**src/rtl/atm_sess_pkg.sv**
```systemverilog
package atm_sess_pkg;

    typedef enum logic [2:0] {
        ST_IDLE     = 3'd0,
        ST_WELCOME  = 3'd1,
        ST_PIN      = 3'd2,
        ST_AMOUNT   = 3'd3,
        ST_BALANCE  = 3'd4,
        ST_BILLS    = 3'd5,
        ST_DISBURSE = 3'd6,
        ST_EJECT    = 3'd7
    } sess_state_t;

    localparam int NUM_EVT      = 11;
    localparam int EV_START     = 0;
    localparam int EV_CARD      = 1;
    localparam int EV_PIN_OK    = 2;
    localparam int EV_PIN_BAD   = 3;
    localparam int EV_AMT_OK    = 4;
    localparam int EV_AMT_OVER  = 5;
    localparam int EV_CANCEL    = 6;
    localparam int EV_FUNDS_OK  = 7;
    localparam int EV_FUNDS_LOW = 8;
    localparam int EV_BILLS_OK  = 9;
    localparam int EV_BILLS_LOW = 10;

endpackage

```
**src/rtl/atm_event_select.sv**
```systemverilog
module atm_event_select
    import atm_sess_pkg::*;
(
    input  sess_state_t          cur,
    input  logic [NUM_EVT-1:0]   evt,
    output sess_state_t          nxt,
    output logic                 moved
);

    // Priority per state: cancel first where it applies, then lowest index.
    always_comb begin
        nxt   = cur;
        moved = 1'b0;
        unique case (cur)
            ST_IDLE: begin
                if (evt[EV_START]) begin
                    nxt = ST_WELCOME; moved = 1'b1;
                end
            end
            ST_WELCOME: begin
                if (evt[EV_CARD]) begin
                    nxt = ST_PIN; moved = 1'b1;
                end
            end
            ST_PIN: begin
                if (evt[EV_CANCEL]) begin
                    nxt = ST_EJECT; moved = 1'b1;
                end else if (evt[EV_PIN_OK]) begin
                    nxt = ST_AMOUNT; moved = 1'b1;
                end else if (evt[EV_PIN_BAD]) begin
                    nxt = ST_PIN; moved = 1'b1;
                end
            end
            ST_AMOUNT: begin
                if (evt[EV_CANCEL]) begin
                    nxt = ST_EJECT; moved = 1'b1;
                end else if (evt[EV_AMT_OK]) begin
                    nxt = ST_BALANCE; moved = 1'b1;
                end else if (evt[EV_AMT_OVER]) begin
                    nxt = ST_AMOUNT; moved = 1'b1;
                end
            end
            ST_BALANCE: begin
                if (evt[EV_FUNDS_OK]) begin
                    nxt = ST_BILLS; moved = 1'b1;
                end else if (evt[EV_FUNDS_LOW]) begin
                    nxt = ST_EJECT; moved = 1'b1;
                end
            end
            ST_BILLS: begin
                if (evt[EV_BILLS_OK]) begin
                    nxt = ST_DISBURSE; moved = 1'b1;
                end else if (evt[EV_BILLS_LOW]) begin
                    nxt = ST_EJECT; moved = 1'b1;
                end
            end
            ST_DISBURSE: begin
                nxt = ST_EJECT; moved = 1'b1;
            end
            ST_EJECT: begin
                nxt = ST_WELCOME; moved = 1'b1;
            end
            default: begin
                nxt = ST_IDLE; moved = 1'b0;
            end
        endcase
    end

endmodule

```
**src/rtl/atm_cmd_pulse.sv**
```systemverilog
module atm_cmd_pulse
    import atm_sess_pkg::*;
(
    input  logic        clk,
    input  logic        rst,
    input  sess_state_t cur,
    input  sess_state_t nxt,
    input  logic        moved,
    output logic        pin_req,
    output logic        bal_req,
    output logic        bill_req,
    output logic        disburse_on,
    output logic        eject_on
);

    // Check requests are registered so they line up with the first cycle in the target state.
    always_ff @(posedge clk) begin
        if (rst) begin
            pin_req  <= 1'b0;
            bal_req  <= 1'b0;
            bill_req <= 1'b0;
        end else begin
            pin_req  <= moved && (nxt == ST_PIN);
            bal_req  <= moved && (nxt == ST_BALANCE);
            bill_req <= moved && (nxt == ST_BILLS);
        end
    end

    always_comb begin
        disburse_on = (cur == ST_DISBURSE);
        eject_on    = (cur == ST_EJECT);
    end

    AST_PIN_REQ_IN_PIN: assert property (@(posedge clk) disable iff (rst)
        pin_req |-> (cur == ST_PIN)) else $error("pin request outside PIN check");
    AST_BAL_REQ_SINGLE: assert property (@(posedge clk) disable iff (rst)
        bal_req |=> !bal_req) else $error("balance request longer than one cycle");
    AST_DISB_SINGLE: assert property (@(posedge clk) disable iff (rst)
        disburse_on |=> !disburse_on) else $error("disburse longer than one cycle");
    AST_EJECT_SINGLE: assert property (@(posedge clk) disable iff (rst)
        eject_on |=> !eject_on) else $error("eject longer than one cycle");

endmodule

```
**src/rtl/atm_session_counter.sv**
```systemverilog
module atm_session_counter
    import atm_sess_pkg::*;
#(
    parameter int CNT_W = 16
) (
    input  logic             clk,
    input  logic             rst,
    input  sess_state_t      cur,
    input  sess_state_t      nxt,
    output logic [CNT_W-1:0] count
);

    logic done;
    assign done = (cur == ST_EJECT) && (nxt == ST_WELCOME);

    always_ff @(posedge clk) begin
        if (rst)       count <= '0;
        else if (done) count <= count + 1'b1;
    end

    AST_COUNT_STEP: assert property (@(posedge clk) disable iff (rst)
        (cur == ST_EJECT) |=> (count == CNT_W'($past(count) + 1'b1)))
        else $error("session count did not advance");
    AST_COUNT_HOLD: assert property (@(posedge clk) disable iff (rst)
        (cur != ST_EJECT) |=> $stable(count))
        else $error("session count moved mid-session");

endmodule

```
**src/rtl/atm_session_ctrl.sv**
```systemverilog
module atm_session_ctrl
    import atm_sess_pkg::*;
#(
    parameter int CNT_W = 16
) (
    input  logic             clk,
    input  logic             rst,
    input  logic             ev_start,
    input  logic             ev_card,
    input  logic             ev_pin_ok,
    input  logic             ev_pin_bad,
    input  logic             ev_amt_ok,
    input  logic             ev_amt_over,
    input  logic             ev_cancel,
    input  logic             ev_funds_ok,
    input  logic             ev_funds_low,
    input  logic             ev_bills_ok,
    input  logic             ev_bills_low,
    output logic [2:0]       state_code,
    output logic             pin_check_req,
    output logic             balance_check_req,
    output logic             bills_check_req,
    output logic             disburse_on,
    output logic             eject_on,
    output logic [CNT_W-1:0] session_count
);

    logic [NUM_EVT-1:0] evt;
    sess_state_t        cur_q;
    sess_state_t        nxt;
    logic               moved;

    assign evt = {ev_bills_low, ev_bills_ok, ev_funds_low, ev_funds_ok, ev_cancel,
                  ev_amt_over, ev_amt_ok, ev_pin_bad, ev_pin_ok, ev_card, ev_start};

    atm_event_select u_sel (
        .cur   (cur_q),
        .evt   (evt),
        .nxt   (nxt),
        .moved (moved)
    );

    // State register
    always_ff @(posedge clk) begin
        if (rst) cur_q <= ST_IDLE;
        else     cur_q <= nxt;
    end

    atm_cmd_pulse u_cmd (
        .clk         (clk),
        .rst         (rst),
        .cur         (cur_q),
        .nxt         (nxt),
        .moved       (moved),
        .pin_req     (pin_check_req),
        .bal_req     (balance_check_req),
        .bill_req    (bills_check_req),
        .disburse_on (disburse_on),
        .eject_on    (eject_on)
    );

    atm_session_counter #(.CNT_W(CNT_W)) u_cnt (
        .clk   (clk),
        .rst   (rst),
        .cur   (cur_q),
        .nxt   (nxt),
        .count (session_count)
    );

    assign state_code = cur_q;

    AST_RESET_IDLE: assert property (@(posedge clk)
        rst |=> (state_code == 3'd0)) else $error("reset did not reach idle");
    AST_DISB_TO_EJECT: assert property (@(posedge clk) disable iff (rst)
        (state_code == 3'd6) |=> (state_code == 3'd7)) else $error("disburse did not eject");
    AST_EJECT_TO_WELCOME: assert property (@(posedge clk) disable iff (rst)
        (state_code == 3'd7) |=> (state_code == 3'd1)) else $error("eject did not return");
    AST_CANCEL_WINS: assert property (@(posedge clk) disable iff (rst)
        ((state_code == 3'd2 || state_code == 3'd3) && ev_cancel) |=> (state_code == 3'd7))
        else $error("cancel lost priority");
    AST_IDLE_HOLD: assert property (@(posedge clk) disable iff (rst)
        ((state_code == 3'd0) && !ev_start) |=> (state_code == 3'd0))
        else $error("idle left without start");

endmodule

```
**config.mk**
```make
export PLATFORM = sky130hd
export DESIGN_NAME = atm_session_ctrl
export DESIGN_NICKNAME = d
export VERILOG_FILES = /design/src/rtl/atm_sess_pkg.sv /design/src/rtl/atm_event_select.sv /design/src/rtl/atm_cmd_pulse.sv /design/src/rtl/atm_session_counter.sv /design/src/rtl/atm_session_ctrl.sv
export SDC_FILE = /design/constraint.sdc
export NUM_CORES = 1
export LEC_CHECK = 0
export ABC_CLOCK_PERIOD_IN_PS = 1670
export BUFFER_PORTS_ARGS = -buffer_cell sky130_fd_sc_hd__buf_4
export CAP_MARGIN = 20
export CORE_MARGIN = 5
export CORE_UTILIZATION = 49
export CTS_BUF_LIST = sky130_fd_sc_hd__clkbuf_16
export DETAILED_ROUTE_END_ITERATION = 10
export GPL_TIMING_DRIVEN = 0
export PLACE_DENSITY = 0.84
export REMOVE_ABC_BUFFERS = 1
export SETUP_SLACK_MARGIN = 0.5
export SLEW_MARGIN = 0
export SYNTH_ARGS = -nofsm -noshare
export SYNTH_HDL_FRONTEND = slang
export SYNTH_SLANG_ARGS = --single-unit
```
**constraint.sdc**
```tcl
create_clock -name clk -period 1.67 [get_ports clk]
set_clock_uncertainty 0.1 [all_clocks]
set_input_delay 0.167 -clock clk [delete_from_list [all_inputs] [get_ports clk]]
set_output_delay 0.167 -clock clk [all_outputs]
set_load 0.1 [all_outputs]
```
==> impl_metrics.yaml, run 1 <==
die:
  horizontal_die_dimension_um: 58.3
  number_of_rows_created_at_floorplan: 17
  floorplan.initialDensity_pct: 51.8
  die_y_um: 58.3
  ios: 37
outcome:
  error: "[ERROR DPL-0038] Utilization greater than 100%, impossible to legalize"
  failed_stage: "global routing (5_1_grt)"
  status: "stopped before the end"
placed_design:
  hpwlAfterDp_mm: 1.95
  placed_cell_area_um2: 1410
  placement.io_buffers: 36
  dp_worst_setup_slack_ps: -183
  gpl.final_weighted_congestion: 0.846
synth:
  synth-edff-count: 0
  yosys_most_used_dff: "sky130_fd_sc_hd__dfxtp_1"
  syn-cell-area_um2: 1140
  synth.ff_latch_count: 22
  synth_warnings: 0
  post_synthesis_cell_count: 137
  synth_area_per_cell_um2: 8.36
  post_synth_num_cell_types: 37
  synth_seq_area_share_pct: 38.5
  postSynth.asyncResetShare_pct: 0
cts:
  ctsLongestPathBuffers: 2
  cts_buffers: 3
  cts.root.buffer_cell: "sky130_fd_sc_hd__clkbuf_16"
  cts.htree.levels: 1
  clk_sinks: 22
sta:
  worst-endpoint-pin-kind: "register data pin"
  grt_worst_setup_endpoint: "u_cmd.pin_req$_SDFF_PP0_/D"
grt:
  largest_net_degree_at_the_start_of_global_routing: 24
==> synth_stat cells, drive strengths merged (3+ instances only) <==
cell type	n	area, µm²
nor3	11	60.1
xnor2	7	61.3
nor2	22	82.6
or3	4	25.0
xor2	3	26.3
buf	4	33.8
nand4	4	31.3
a21oi	6	30.0
nor4	3	18.8
dfxtp	22	440
inv	8	30.0
nand3	5	37.5
a211oi	3	22.5
nand2	10	37.5
==> repair_timing <==
item | in CTS
hold buffers | 0
resized for setup | 111
endpoints found under the setup margin | 42
pin swaps | 17
setup buffers | 27
==> through the flow <==
stage | instances | utilization [%]
2_1_floorplan | 132 | -
3_3_place_gp | 196 | 63.9
3_5_place_dp | 196 | 63.9
4_1_cts | 227 | 97.8
==> cell families after synthesis <==
kind of cell / count (synthesis) / share of synthesized area [%]
adder cells (fa/ha/maj): 1 / 1.09
buffers and inverters: 13 / 5.90
multiplexers: 2 / 1.97
XOR/XNOR: 10 / 7.65
flip-flops: 22 / 38.5
AO/OA/AOI/OAI: 18 / 11.1
AND/OR/NAND/NOR: 71 / 33.8
==> run 2, diff against run 1 <==
--- a/config.mk
+++ b/config.mk
@@ -8,14 +8,12 @@
 export ABC_CLOCK_PERIOD_IN_PS = 1670
 export BUFFER_PORTS_ARGS = -buffer_cell sky130_fd_sc_hd__buf_4
 export CAP_MARGIN = 20
-export CORE_MARGIN = 5
-export CORE_UTILIZATION = 49
-export CTS_BUF_LIST = sky130_fd_sc_hd__clkbuf_16
+export CORE_AREA = 5 5 66 68
 export DETAILED_ROUTE_END_ITERATION = 10
+export DIE_AREA = 0 0 71 73
 export GPL_TIMING_DRIVEN = 0
-export PLACE_DENSITY = 0.84
+export PLACE_DENSITY_LB_ADDON = 0.15
 export REMOVE_ABC_BUFFERS = 1
-export SETUP_SLACK_MARGIN = 0.5
 export SLEW_MARGIN = 0
 export SYNTH_ARGS = -nofsm -noshare
 export SYNTH_HDL_FRONTEND = slang
==> run 2 against run 1 <==
Net effect: the flow now finishes without violations; synthesized area did not move; synthesized cell count did not move.
==> impl_metrics.yaml, run 2 <==
outcome:
  status: "completed"
finish:
  final_common_cell: "sky130_fd_sc_hd__buf_4"
  area_delta_synth_final_pct: 36.2
  postLayoutCoreUtil_pct: 41.0
  layout_common_cells: "sky130_fd_sc_hd__buf_4 (37), sky130_fd_sc_hd__nor2_1 (22), sky130_fd_sc_hd__dfxtp_1 (13), sky130_fd_sc_hd__nand2_1 (9)"
  fin_area_um2: 1560
  layout.cells.non_filler: 223
  largest_reg_flops: 16
  antenna-diode-count: 0
  n_fill_cell: 413
  fin_nets: 189
  max_flop_register: "u_cnt.count"
  post_route_cells_drive_above_1_share_pct: 38.2
synth:
  synth-edff-count: 0
  synth_seq_area_share_pct: 38.5
  yosys_most_used_dff: "sky130_fd_sc_hd__dfxtp_1"
  postSynth.asyncResetShare_pct: 0
  synth.largest_area_cell: "sky130_fd_sc_hd__dfxtp_1"
  ys_top_cells_by_area: "sky130_fd_sc_hd__dfxtp_1 (38%), sky130_fd_sc_hd__nor2_1 (7.2%), sky130_fd_sc_hd__xnor2_1 (5.4%)"
  synth_warnings: 0
  synth_area_per_cell_um2: 8.36
  syn-cell-area_um2: 1140
  post_synthesis_cell_count: 137
  post_synth_num_cell_types: 37
  synth_largest_type_area_fraction_pct: 38.5
  synth.top_cells.by_count: "sky130_fd_sc_hd__dfxtp_1 (22), sky130_fd_sc_hd__nor2_1 (22), sky130_fd_sc_hd__nand2_1 (10), sky130_fd_sc_hd__nor3_1 (10), sky130_fd_sc_hd__inv_1 (8)"
  synth.ff_latch_count: 22
hold_path:
  hold_path.class: "input port to register"
grt:
  first_global_vias: 1035
  global_route.usage.total_pct: 10.8
  grt_remaining_overflow: 0
  number_of_antenna_violations_at_the_first_check_in_global_routing: 0
  wire_length_of_the_first_global_routing_pass_mm: 4.45
  largest_net_degree_at_the_start_of_global_routing: 24
critical_path:
  worstReg2RegStart: "state_code[0]"
  criticalPathCategory: "register to register"
  start_kind: "register"
  slowest_delay_ps: 390
  timing.critical_path.slowest_stage_cell: "sky130_fd_sc_hd__dfxtp_4"
  crit_path_cell_trace: "buf_4, or2b_1, a31oi_1, or3_1, nor4b_2"
  reg2reg_slack_ps: 100
  worstPathBufferInverterCount: 1
  timing.critical_path.arrival_ps: 1650
  reg2reg_depth: 5
  worst_setup_path_end_kind: "register"
  worst_r2r_endpoint: "u_cmd.pin_req"
  crit_path_start: "state_code[0]"
  worst_setup_path_endpoint: "u_cmd.pin_req"
  timing.critical_path.required_ps: 1750
  kind_of_cell_adding_the_most_delay_to_the_critical_path: "simple AND/OR/NAND/NOR gates"
  path_depth: 5
  path_max_fanout: 10
die:
  ios: 37
  die_y_um: 73
  number_of_rows_created_at_floorplan: 23
  core-area_um2: 3800
  die_outline_area_um2: 5180
  floorplan.initialDensity_pct: 30.1
  horizontal_die_dimension_um: 71
route:
  drt_first_pass_iters: 4
  routed_wire_length_per_instance_um: 11.9
  drt_first_iter_violations: 45
  drt.antenna.violating_nets: 0
  routed_via_count_divided_by_cell_count: 4.76
  count_of_vias_placed_by_the_detailed_router: 1061
  totalWireLength_mm: 2.66
  route.detailed.drc: 0
placed_design:
  gpl.final_weighted_congestion: 0.682
  placement.io_buffers: 36
  hpwlAfterDp_mm: 2.00
  placed_cell_area_um2: 1440
  dp_worst_setup_slack_ps: -188
  place.detailed.instances: 218
sta:
  max_freq_mhz: 636
  finalSetupViolations: 0
  worst_pin_slew_ps: 339
  rsz0062_at_grt: "no"
  finalMaxSlewViolations: 0
  fin_worst_hold_slack_ps: 140
  max_slew_margin_pct: 77.4
  hold_viol_final: 0
  final.period_utilization_pct: 94.2
  setup_ws_ps: 97.1
  finalSetupTns_ps: 0
  min_period_ps: 1570
cts:
  tritoncts: "done"
  cts.root.buffer_cell: "sky130_fd_sc_hd__clkbuf_8"
  cts.htree.levels: 1
  cts.clk_slew.worst_paths_ps: 80
  cts_buffers: 3
  ctsLongestPathBuffers: 2
  clk_sinks: 22
  holdBufCountCts: 0
  clk_latency_ps: 260
power:
  p_total_mw: 1.74
  irDropWorstVdd_mv: 0.810
  power_density_nw_per_um2: 1110
  cellLeakagePower_nw: 0.626
flow_run:
  drv_cap: 0
## run 2: logic make-up (layout without fill, tap and decap cells)
kind of cell / count (synthesis) / in the layout / share of synthesized area (%)
xor gates and xnor gates: 10 / 10 / 7.65
AOI/OAI and AO/OA: 18 / 18 / 11.1
muxes: 2 / 2 / 1.97
and+or+nand+nor: 71 / 71 / 33.8
buffers and inverters: 13 / 49 / 5.90
adders and majority gates: 1 / 1 / 1.09
DFF: 22 / 22 / 38.5
## run 2: worst min-delay path by stage
stage,start,end,slack [ps],cells past startpoint
after floorplan,rst,u_cnt.count[1],140,1
after global placement,u_cnt.count[1],u_cnt.count[1],390,2
after detailed placement,u_cnt.count[1],u_cnt.count[1],400,2
after CTS,rst,u_cnt.count[10],150,2
after global routing,rst,u_cnt.count[2],150,2
final,rst,u_cnt.count[8],140,2
## run 2: what timing repair did
item | in CTS | in global routing
setup endpoints to repair | 11 | 9
pin swaps | 0 | 1
cloned | 0 | 0
gates resized for setup | 9 | 12
hold endpoints to repair | 0 | 0
setup buffers | 0 | 2
## run 2: cell type report
cell class | instances | area, µm² | share of cell area [%]
Sequential cell | 22 | 459 | 29.5
Clock buffer | 3 | 41.3 | 2.65
Tap cell | 50 | 62.6 | 4.01
Timing Repair Buffer | 38 | 289 | 18.5
Multi-Input combinational cell | 102 | 677 | 43.4
Inverter | 8 | 30.0 | 1.93
## run 2: worst reg2reg max path: cells and delay by family (launching register included)
family / cells / cell delay [ps]
AOI/OAI and AO/OA: 1 / 80
DFF: 1 / 390
buffers and inverters: 1 / 150
and+or+nand+nor: 3 / 770
## run 2: routing by layer
layer  GRT usage, %  part of all wire (%)  wire length [µm]
met5              0                     0                 0
met2           18.8                    51              1360
met3           1.52                   4.0               107
met4           6.26                   1.8                49
met1           12.5                    43              1140
## run 2: power by group
| group | internal (mW) | total [mW] | switching [mW] |
|---|---|---|---|
| logic | 0.233 | 0.733 | 0.500 |
| registers | 0.581 | 0.677 | 0.0957 |
| clock network | 0.161 | 0.325 | 0.164 |
| total | 0.975 | 1.74 | 0.760 |
Power figures use the tool's default switching activity.
==> run 3, diff against run 2 <==
--- a/config.mk
+++ b/config.mk
@@ -8,9 +8,11 @@
 export ABC_CLOCK_PERIOD_IN_PS = 1670
 export BUFFER_PORTS_ARGS = -buffer_cell sky130_fd_sc_hd__buf_4
 export CAP_MARGIN = 20
-export CORE_AREA = 5 5 66 68
+export CELL_PAD_IN_SITES_DETAIL_PLACEMENT = 1
+export CELL_PAD_IN_SITES_GLOBAL_PLACEMENT = 2
+export CORE_MARGIN = 5
+export CORE_UTILIZATION = 28
 export DETAILED_ROUTE_END_ITERATION = 10
-export DIE_AREA = 0 0 71 73
 export GPL_TIMING_DRIVEN = 0
 export PLACE_DENSITY_LB_ADDON = 0.15
 export REMOVE_ABC_BUFFERS = 1
==> run 3 against run 2 <==
Net effect: clock-buffer cell count unchanged; power increased by 1.7%; wire length increased by 15%; non-clock buffer count increased by 1; sequential share of layout area decreased by 0.67 points; worst setup slack got worse by 35 ps; first-iteration DRC count decreased by 40%; register-to-register slack got worse by 40 ps; die area increased by 5.5%; via count increased by 3.2%; clock power increased by 1%; largest power group unchanged; maximum frequency decreased by 2.2%.
==> impl_metrics.yaml, run 3 (synthesis gave the netlist of run 2 again) <==
outcome:
  status: "completed"
placed_design:
  hpwlAfterDp_mm: 2.30
  gpl.final_weighted_congestion: 0.729
  placement.io_buffers: 36
  dp_worst_setup_slack_ps: -280
cts:
  holdBufCountCts: 0
  ctsLongestPathBuffers: 2
  cts_buffers: 3
  cts.clk_slew.worst_paths_ps: 80
  clk_sinks: 22
  cts.root.buffer_cell: "sky130_fd_sc_hd__clkbuf_8"
  tritoncts: "done"
  clk_latency_ps: 260
  cts.htree.levels: 1
sta:
  worst_pin_slew_ps: 354
  max_slew_margin_pct: 76.4
  setup_ws_ps: 61.8
  hold_viol_final: 0
  min_period_ps: 1610
  rsz0062_at_grt: "yes"
  max_freq_mhz: 622
  finalMaxSlewViolations: 0
  final.period_utilization_pct: 96.3
  finalSetupViolations: 0
critical_path:
  path_max_fanout: 12
  worst_r2r_endpoint: "u_cmd.pin_req"
  criticalPathCategory: "register to register"
  crit_path_start: "state_code[0]"
  worst_setup_path_end_kind: "register"
  slowest_delay_ps: 550
  start_kind: "register"
  timing.critical_path.slowest_stage_cell: "sky130_fd_sc_hd__or4b_1"
  worstPathBufferInverterCount: 0
  reg2reg_depth: 4
  timing.critical_path.required_ps: 1750
  kind_of_cell_adding_the_most_delay_to_the_critical_path: "simple AND/OR/NAND/NOR gates"
  reg2reg_slack_ps: 60
  crit_path_cell_trace: "or4b_1, o311ai_2, nor3_1, nor4b_2"
  worstReg2RegStart: "state_code[0]"
  timing.critical_path.arrival_ps: 1690
die:
  die_y_um: 73.9
  die_outline_area_um2: 5470
  ios: 37
  floorplan.initialDensity_pct: 28.8
  number_of_rows_created_at_floorplan: 23
  horizontal_die_dimension_um: 73.9
  core-area_um2: 3970
power:
  switchingPower_uw: 778
  power.share.switching_pct: 44.1
  irDropWorstVdd_mv: 0.775
  power_density_nw_per_um2: 1110
  cellLeakagePower_nw: 0.664
  power.combinational.fraction_pct: 43.0
  internal_power_uw: 987
  power_frac_seq_pct: 38.4
  clock_power_share_pct: 18.6
finish:
  area_delta_synth_final_pct: 38.6
  largest_reg_flops: 16
  final_common_cell: "sky130_fd_sc_hd__buf_4"
  regArea_um2: 457
  fin_nets: 190
  max_flop_register: "u_cnt.count"
  layout_common_cells: "sky130_fd_sc_hd__buf_4 (38), sky130_fd_sc_hd__nor2_1 (22), sky130_fd_sc_hd__dfxtp_1 (15), sky130_fd_sc_hd__nand2_1 (9), sky130_fd_sc_hd__nor3_1 (8)"
  n_fill_cell: 469
  antenna-diode-count: 0
  multi_input_area_um2: 699
  postLayoutCoreUtil_pct: 39.9
  post_route_cells_drive_above_1_share_pct: 38.5
grt:
  grt_remaining_overflow: 0
  number_of_antenna_violations_at_the_first_check_in_global_routing: 0
  global_route.usage.total_pct: 12.2
  first_global_vias: 1162
  wire_length_of_the_first_global_routing_pass_mm: 5.13
  largest_net_degree_at_the_start_of_global_routing: 24
route:
  routed_via_count_divided_by_cell_count: 4.89
  highest-signal-layer: "met4"
  count_of_vias_placed_by_the_detailed_router: 1095
  met2RoutedLength_mm: 1.57
  drt.antenna.violating_nets: 0
  drt-met1-wl_mm: 1.28
  drt_first_iter_violations: 27
  routed_wire_length_per_instance_um: 13.6
  drt_first_pass_iters: 4
  route.detailed.drc: 0
  dr_wl_met3_um: 135
  totalWireLength_mm: 3.05
hold_path:
  whs_path_depth: 2
  worstHoldEndpoint: "u_cnt.count[0]"
  hold_path.startpoint: "rst"
  hold_path.class: "input port to register"
flow_run:
  drv_cap: 0
run 3: cell types whose count changed in the layout (fill, tap and decap cells not counted), sizes merged:
cell and delta:
buf +1
run 3: how the worst max path moves through the flow:
| stage | end | cells past startpoint |
|---|---|---|
| 6_report | u_cmd.pin_req | 4 |
| 5_1_grt | u_cmd.pin_req | 4 |
| 4_1_cts | u_cnt.count[9] | 4 |
| 3_5_place_dp | u_cmd.pin_req | 4 |
| 3_3_place_gp | u_cmd.pin_req | 4 |
| 2_1_floorplan | disburse_on | 2 |
run 3: routing by layer:
layer / up-vias / track usage, %
met2: 27 / 21.8
met5: - / 0
met4: 0 / 7.24
met3: 4 / 1.76
li1: 549 / -
met1: 515 / 13.7
run 3: final cells by class:
cell class / instances / share of cell area (%)
tap: 50 / 3.94
timing repair buffer: 39 / 18.7
sequential: 22 / 28.8
multi-input combinational: 102 / 44.1
clock buffer: 3 / 2.60
inverter: 8 / 1.89
run 3: power by group through the flow:
| stage | combinational, mW | clock, mW | sequential (mW) |
|---|---|---|---|
| 5_1_grt | 0.819 | 0.366 | 0.693 |
| 4_1_cts | 0.711 | 0.349 | 0.682 |
| 2_1_floorplan | 0.281 | 0 | 0.926 |
| 3_5_place_dp | 0.705 | 0 | 0.680 |
| 6_report | 0.759 | 0.329 | 0.677 |
| 3_3_place_gp | 0.697 | 0 | 0.676 |
run 3: metrics by stage:
step	power, mW	setup TNS, ps	area [µm²]	cells	hold slack [ps]
5_1_grt	1.88	-97.3	1590	224	151
6_report	1.77	0	1590	224	149
4_1_cts	1.74	0	1510	221	147
3_5_place_dp	1.38	-1580	1440	218	403
2_1_floorplan	1.21	-15060	1110	132	136
3_3_place_gp	1.37	-1110	1440	218	382
run 3: repair_timing:
item / in CTS / in global routing
pin swaps: 1 / 2
resized for setup: 10 / 13
endpoints found under the setup margin: 15 / 9
setup buffers: 0 / 3
run 3: worst register-to-register path: cells and delay by family, from the launching register on:
family	cells	cell delay (ps)
DFF	1	400
and+or+nand+nor	3	900
AOI/OAI and AO/OA	1	140
